$ cat config.mk
export PLATFORM = sky130hd
export DESIGN_NAME = pde_top
export DESIGN_NICKNAME = d
export VERILOG_FILES = /design/src/rtl/pde_pkg.sv /design/src/rtl/pde_window.sv /design/src/rtl/pde_fill.sv /design/src/rtl/pde_lane_sub.sv /design/src/rtl/pde_top.sv
export SDC_FILE = /design/constraint.sdc
export NUM_CORES = 2
export LEC_CHECK = 0
export ABC_AREA = 1
export BUFFER_PORTS_ARGS = -buffer_cell sky130_fd_sc_hd__buf_4
export CAP_MARGIN = 20
export CORE_MARGIN = 4
export CORE_UTILIZATION = 38
export DETAILED_ROUTE_END_ITERATION = 8
export PLACE_DENSITY = 0.63
export SKIP_LAST_GASP = 1
export SLEW_MARGIN = 20
export SYNTH_ARGS = -nofsm -noshare
export SYNTH_HDL_FRONTEND = slang
export SYNTH_SLANG_ARGS = --single-unit
$ cat constraint.sdc
create_clock -name clk -period 2.2 [get_ports clk]
set_input_delay 0.44 -clock clk [delete_from_list [all_inputs] [get_ports clk]]
set_output_delay 0.44 -clock clk [all_outputs]
set_load 0.1 [all_outputs]
$ cat src/rtl/pde_pkg.sv
package pde_pkg;
  localparam int unsigned SAMPLE_W = 32;
  localparam int unsigned WINDOW_N = 8;

  function automatic int unsigned lane_count(input int unsigned n);
    return n - 1;
  endfunction
endpackage

$ cat src/rtl/pde_window.sv
module pde_window #(
  parameter int unsigned DW    = pde_pkg::SAMPLE_W,
  parameter int unsigned DEPTH = pde_pkg::WINDOW_N - 1
) (
  input  logic                  clk,
  input  logic                  rst_n,
  input  logic                  clr,
  input  logic                  shift,
  input  logic [DW-1:0]         din,
  output logic [DEPTH*DW-1:0]   taps
);
  logic [DW-1:0] st_q [DEPTH];
  logic [DW-1:0] st_d [DEPTH];

  for (genvar i = 0; i < DEPTH; i++) begin : g_tap
    logic [DW-1:0] src;
    if (i == 0) begin : g_head
      assign src = din;
    end else begin : g_body
      assign src = st_q[i-1];
    end

    always_comb begin
      st_d[i] = st_q[i];
      if (clr) begin
        st_d[i] = '0;
      end else if (shift) begin
        st_d[i] = src;
      end
    end

    always_ff @(posedge clk or negedge rst_n) begin
      if (!rst_n) begin
        st_q[i] <= '0;
      end else begin
        st_q[i] <= st_d[i];
      end
    end

    assign taps[i*DW +: DW] = st_q[i];
  end

  AST_WIN_HOLD: assert property (@(posedge clk) disable iff (!rst_n)
    (!clr && !shift) |=> $stable(taps));
endmodule

$ cat src/rtl/pde_fill.sv
module pde_fill #(
  parameter int unsigned N = pde_pkg::WINDOW_N
) (
  input  logic         clk,
  input  logic         rst_n,
  input  logic         clr,
  input  logic         accept,
  output logic [N-2:0] lane_ok,
  output logic         fill_last
);
  localparam int unsigned CW = $clog2(N + 1);
  localparam logic [CW-1:0] FULL = CW'(N);

  logic [CW-1:0] fill_q;
  logic [CW-1:0] fill_d;

  always_comb begin
    fill_d = fill_q;
    if (clr) begin
      fill_d = '0;
    end else if (accept && (fill_q != FULL)) begin
      fill_d = fill_q + 1'b1;
    end
  end

  always_ff @(posedge clk or negedge rst_n) begin
    if (!rst_n) begin
      fill_q <= '0;
    end else begin
      fill_q <= fill_d;
    end
  end

  for (genvar i = 0; i < N - 1; i++) begin : g_ok
    assign lane_ok[i] = (fill_q >= CW'(i + 1));
  end

  assign fill_last = (fill_q == CW'(N - 1));

  AST_FILL_BOUND: assert property (@(posedge clk) disable iff (!rst_n)
    fill_q <= FULL);
  AST_FILL_STEP: assert property (@(posedge clk) disable iff (!rst_n)
    (accept && !clr && fill_q < FULL) |=> fill_q == $past(fill_q) + 1'b1);
endmodule

$ cat src/rtl/pde_lane_sub.sv
module pde_lane_sub #(
  parameter int unsigned DW = pde_pkg::SAMPLE_W
) (
  input  logic [DW-1:0] a,
  input  logic [DW-1:0] b,
  output logic [DW-1:0] d,
  output logic          sat
);
  logic [DW:0] wide;

  always_comb begin
    wide = {a[DW-1], a} - {b[DW-1], b};
    sat  = wide[DW] ^ wide[DW-1];
    if (!sat) begin
      d = wide[DW-1:0];
    end else if (wide[DW]) begin
      d = {1'b1, {(DW-1){1'b0}}};
    end else begin
      d = {1'b0, {(DW-1){1'b1}}};
    end
  end
endmodule

$ cat src/rtl/pde_top.sv
module pde_top #(
  parameter int unsigned DW = pde_pkg::SAMPLE_W,
  parameter int unsigned N  = pde_pkg::WINDOW_N
) (
  input  logic                 clk,
  input  logic                 rst_n,
  input  logic                 clr,
  input  logic                 in_valid,
  input  logic [DW-1:0]        e_in,
  input  logic [DW-1:0]        x_in,
  output logic                 out_valid,
  output logic [N-2:0]         lane_valid,
  output logic [(N-1)*DW-1:0]  diff_e,
  output logic [(N-1)*DW-1:0]  diff_x,
  output logic                 win_done,
  output logic                 ovf
);
  localparam int unsigned LANES = pde_pkg::lane_count(N);
  localparam logic [DW-1:0] POS_RAIL = {1'b0, {(DW-1){1'b1}}};
  localparam logic [DW-1:0] NEG_RAIL = {1'b1, {(DW-1){1'b0}}};

  logic                  accept;
  logic [LANES*DW-1:0]   taps_e, taps_x;
  logic [LANES*DW-1:0]   sub_e, sub_x;
  logic [LANES-1:0]      sat_e, sat_x;
  logic [LANES-1:0]      lane_ok;
  logic                  fill_last;

  assign accept = in_valid & ~clr;

  pde_window #(.DW(DW), .DEPTH(LANES)) u_win_e (
    .clk(clk), .rst_n(rst_n), .clr(clr), .shift(accept), .din(e_in), .taps(taps_e)
  );
  pde_window #(.DW(DW), .DEPTH(LANES)) u_win_x (
    .clk(clk), .rst_n(rst_n), .clr(clr), .shift(accept), .din(x_in), .taps(taps_x)
  );

  pde_fill #(.N(N)) u_fill (
    .clk(clk), .rst_n(rst_n), .clr(clr), .accept(accept),
    .lane_ok(lane_ok), .fill_last(fill_last)
  );

  for (genvar i = 0; i < LANES; i++) begin : g_lane
    pde_lane_sub #(.DW(DW)) u_sub_e (
      .a(e_in), .b(taps_e[i*DW +: DW]), .d(sub_e[i*DW +: DW]), .sat(sat_e[i])
    );
    pde_lane_sub #(.DW(DW)) u_sub_x (
      .a(x_in), .b(taps_x[i*DW +: DW]), .d(sub_x[i*DW +: DW]), .sat(sat_x[i])
    );

    AST_SAT_RAIL_E: assert property (@(posedge clk) disable iff (!rst_n)
      (accept && sat_e[i]) |=> (diff_e[i*DW +: DW] == POS_RAIL ||
                                diff_e[i*DW +: DW] == NEG_RAIL));
    AST_SAT_RAIL_X: assert property (@(posedge clk) disable iff (!rst_n)
      (accept && sat_x[i]) |=> (diff_x[i*DW +: DW] == POS_RAIL ||
                                diff_x[i*DW +: DW] == NEG_RAIL));
  end

  // output stage: next-state
  logic                 ov_d, ov_q;
  logic [LANES-1:0]     lv_d, lv_q;
  logic [LANES*DW-1:0]  de_d, de_q, dx_d, dx_q;
  logic                 dn_d, dn_q;
  logic                 of_d, of_q;
  logic                 hit_sat;

  assign hit_sat = |((sat_e | sat_x) & lane_ok);

  always_comb begin
    ov_d = accept;
    lv_d = accept ? lane_ok : '0;
    dn_d = accept & fill_last;
    de_d = de_q;
    dx_d = dx_q;
    if (accept) begin
      de_d = sub_e;
      dx_d = sub_x;
    end
    if (clr) begin
      of_d = 1'b0;
    end else begin
      of_d = of_q | (accept & hit_sat);
    end
  end

  always_ff @(posedge clk or negedge rst_n) begin
    if (!rst_n) begin
      ov_q <= 1'b0;
      lv_q <= '0;
      dn_q <= 1'b0;
      of_q <= 1'b0;
      de_q <= '0;
      dx_q <= '0;
    end else begin
      ov_q <= ov_d;
      lv_q <= lv_d;
      dn_q <= dn_d;
      of_q <= of_d;
      de_q <= de_d;
      dx_q <= dx_d;
    end
  end

  assign out_valid  = ov_q;
  assign lane_valid = lv_q;
  assign diff_e     = de_q;
  assign diff_x     = dx_q;
  assign win_done   = dn_q;
  assign ovf        = of_q;

  AST_OUT_FOLLOWS: assert property (@(posedge clk) disable iff (!rst_n)
    (in_valid && !clr) |=> out_valid);
  AST_LANE_THERMO: assert property (@(posedge clk) disable iff (!rst_n)
    ((lane_valid + 1'b1) & lane_valid) == '0);
  AST_LANE_GATED: assert property (@(posedge clk) disable iff (!rst_n)
    !out_valid |-> lane_valid == '0);
  AST_OVF_STICKY: assert property (@(posedge clk) disable iff (!rst_n)
    (ovf && !clr) |=> ovf);
  AST_CLR_EMPTY: assert property (@(posedge clk) disable iff (!rst_n)
    clr |=> (!out_valid && !ovf && !win_done));
  AST_DONE_FULL: assert property (@(posedge clk) disable iff (!rst_n)
    win_done |-> (out_valid && (&lane_valid)));
  AST_IDLE_QUIET: assert property (@(posedge clk) disable iff (!rst_n)
    !in_valid |=> !out_valid);
endmodule

==> impl_metrics.toml <==
[placement]
number_of_port_buffers = 525
gp_congestion = 1.033
placement.cell_area_sq_mm = 0.08577
detailedPlacementHpwl_um = 217000
placed_cells_incl_taps = 13130

[power]
vdd_drop_max_mv = 1.099
power_density_mw_per_mm2 = 759.2
power.static_leakage_nw = 46.94

[timing]
final-setup-viol-count = 438
max_slew.worst_pin.slew_ns = 0.7214
final.setup_skew_ns = 0.03516
hold_violations = 0
maxClockFrequency_mhz = 385.2
worst_slew_margin_rel = 0.5191
post-route-min-period_ns = 2.596
hold_slack_ns = 0.1211
drv_slew = 0
grt_setup_unrepaired = "yes"
timing.final.ws_setup_ns = -0.3958
fin_crit_sh = 1.180
setup_tns_ns = -108.47

[global_route]
overflow_after_grt = 0
grt_first_pass_wirelength_um = 407300
grt_antenna_before_repair = 9
number_of_global_route_vias_before_repair = 66730
global_route.usage.met3 = 0.05133
met2_usage = 0.5050
busiest_layer_in_global_routing = "met2"
grt_start_max_net_pins = 125
use_met1 = 0.4152
grt_usage = 0.3180

[route]
avgViaCountPerCell = 5.141
num_vias = 69410
post_detailed_route_drc_marker_count = 0
totalWireLength_um = 282600
detail_route.iter0.violations = 5748
wl_per_cell_um = 20.93
dr.pass1.iters = 8
final_antenna_net_count = 0

[worst_setup_path]
ff_to_ff_path_depth = 19
timing.critical_path.to_type = "register"
critPathRequiredTime_ns = 2.82
worst_path_cell_chain = "ha_4 -> inv_2 -> fa_2 -> nand2_2 -> nand2_2 -> nand3_2 -> nand2_2 -> nand2_2 -> nand2_2 -> nand2_2 -> nand2_2 -> nand2_2 -> nand2_2 -> buf_6 -> a21oi_4 -> buf_6 -> buf_12 -> buf_16 -> a21oi_1"
cpMostUsedCell = "nand2_2"
cp_data_arrival_time_ns = 3.21
criticalPathCategory = "reg -> reg"
critPathLaunchType = "register"
crit_path_max_incr_delay_ns = 0.45
worst_path_max_delay_cell = "dfrtp_2"
largest_fanout_on_the_critical_path = 8

[clock_network]
cts_max_path_buffers = 3
cts.root.buffer_cell = "clkbuf_16"
cts-htree-levels = 3
clock_pin_slew_on_the_worst_setup_and_hold_paths_ns = 0.06
cts_num_sinks = 910
cts_buffers = 106
worst_skew_pair.late_latency_ns = 0.75
cts_tree = "built"

[status]
failing_checks = "setup timing"
outcome = "finished with violations"

[floorplan]
start_util = 0.3834
design.die.area_sq_mm = 0.1666
row_count = 146
top_level_ports = 526
die_h_um = 408.2
die_w_um = 408.2
core_sq_mm = 0.1587

[logic_synthesis]
synth_enable_flop_cells = 0
synth_sequential_area_ratio = 0.3741
ys_types = 53
synth.cell_area_sq_mm = 0.06086
post_synthesis_mean_instance_area_sq_um = 7.279
synth-seq-cells = 910
syn-instance-count = 8362
synth-main-ff-cell = "dfrtp_1"
ys_async_sr_fraction = 1.000
synth_fp_nets = 8896
synth_warnings = 0

[run]
maxCapViolCount = 0

[final_layout]
final_cells = 13500
fillers = 13920
number_of_nets_at_the_end_of_the_flow = 11870
finalInstanceArea_sq_mm = 0.09815
area_growth_syn_to_layout_pct = 61.26
layout-drive-gt1-share = 0.4223

[min_path]
hold_path.class = "in -> reg"
min_path_cells = 4
==> metal layers <==
layer,share of wire,vias up
met4,0.065,8
li1,-,33240
met5,0.00023,-
met3,0.071,586
met2,0.45,2415
met1,0.41,33160
==> cells by family (layout without fill, tap and decap cells) <==
family,count (synthesis),after routing,synth area share
and+or+nand+nor,3734,3734,0.2490
AOI/OAI and AO/OA,1636,1636,0.1537
buffers and inverters,1324,4390,0.08359
DFF,910,910,0.3741
adders and majority gates,466,466,0.09752
xor gates and xnor gates,292,292,0.04202
other,0,2,0
==> cells in the final DEF (no fill, tap or decap), types with 42 or more instances in the layout <==
cell type and instances:
or2_2 64, ha_4 224, xor2_1 169, nand3_1 245
clkbuf_16 117, inv_2 174, a21oi_1 469, nand2_1 1797
xnor2_1 117, nor3_1 57, dfrtp_1 906, o21ai_0 138
nand3_2 71, a21oi_2 326, nand2_4 50, nand2_2 302
nor2_2 70, buf_12 86, nor2_1 945, a21o_1 42
inv_1 904, a21oi_4 55, ha_1 187, buf_4 2936
o22ai_1 384, o21bai_1 45
==> synthesized netlist by cell type, types with 5 or more instances <==
cell / n / area share
a211oi_1: 6 / 0.00074
a21o_1: 43 / 0.0053
a21oi_1: 824 / 0.068
a21oi_2: 26 / 0.0037
a221oi_1: 15 / 0.0022
a31o_2: 17 / 0.0024
a31oi_1: 53 / 0.0054
and2_1: 12 / 0.0012
buf_2: 70 / 0.0058
clkbuf_1: 150 / 0.0093
dfrtp_1: 910 / 0.37
fa_1: 14 / 0.0046
ha_1: 452 / 0.093
inv_1: 1049 / 0.065
inv_2: 48 / 0.0030
nand2_1: 2078 / 0.13
nand2_2: 70 / 0.0072
nand3_1: 325 / 0.027
nand4_1: 21 / 0.0022
nor2_1: 1019 / 0.063
nor3_1: 76 / 0.0062
nor3_2: 7 / 0.0012
nor4_1: 14 / 0.0014
o211a_1: 6 / 0.00099
o211ai_1: 12 / 0.0015
o21ai_0: 159 / 0.013
o21ai_1: 17 / 0.0014
o21bai_1: 49 / 0.0060
o22ai_1: 384 / 0.039
o311ai_0: 5 / 0.00072
or2_0: 16 / 0.0016
or2_1: 12 / 0.0012
or2_2: 73 / 0.0075
xnor2_1: 119 / 0.017
xor2_1: 173 / 0.025
==> critical path: cells and delay by family (launching register included) <==
family	cells	cell delay (ns)
and+or+nand+nor	10	0.77
buffers and inverters	5	0.54
adders and majority gates	2	0.49
DFF	1	0.45
AOI/OAI and AO/OA	2	0.23
==> layout make-up <==
class                      instances  area (sq um)  area share
multi-input combinational       6128         39860      0.4061
clock buffer                     130          2904     0.02959
clock inverter                    68         819.5    0.008350
timing repair inverter             1         8.758  0.00008924
antenna                            2         5.005  0.00005099
tap                             2072          2592     0.02641
inverter                        1097          4209     0.04289
timing repair buffer            3094         24970      0.2544
sequential                       910         22780      0.2321
==> where the power goes <==
group          internal [mW]  total, mW  switching [mW]
combinational           10.7       35.0            24.3
sequential              18.6       20.2            1.61
clock                   11.1       19.2            8.16
==> path summary, 6_finish.rpt <==
path / slack (ns) / end / startpoint
max: -0.40 / diff_x[92] / u_win_x.g_tap[3].src[0]
min: 0.12 / ovf / clr
max reg2reg: -0.40 / diff_x[92] / u_win_x.g_tap[3].src[0]
min reg2reg: 0.49 / diff_e[127] / diff_e[127]
max in group asynchronous: 1.05 / diff_x[94] / rst_n
min in group asynchronous: 0.41 / diff_e[176] / rst_n
==> per-stage QoR <==
stage | util | worst slack, ns | total power [mW]
global placement | 0.5403 | -1.253 | 52.28
finish | 0.6183 | -0.3958 | 74.52
detailed placement | 0.5403 | -1.190 | 52.45
global route | 0.6182 | -0.4967 | 77.23
CTS | 0.5824 | -0.3706 | 72.60
floorplan | - | -0.2527 | 40.69
==> flip-flops by register name, summed over array words and instances, names as in the netlist <==
name               flops
win_done               1
u_win_e.taps          32
u_win_e.g_tap.src    192
diff_e               224
u_win_x.g_tap.src    192
lane_valid             7
out_valid              1
u_win_x.taps          32
diff_x               224
u_fill.fill_q          4
ovf                    1
==> what timing repair did <==
item	4_1_cts	5_1_grt
hold endpoints to repair	278	0
setup buffers	74	70
hold buffers	1	0
setup endpoints to repair	441	448
pin swaps	151	277
gates cloned	17	15
resized for setup	473	1050
No activity file was read; power rests on OpenSTA's default activity.
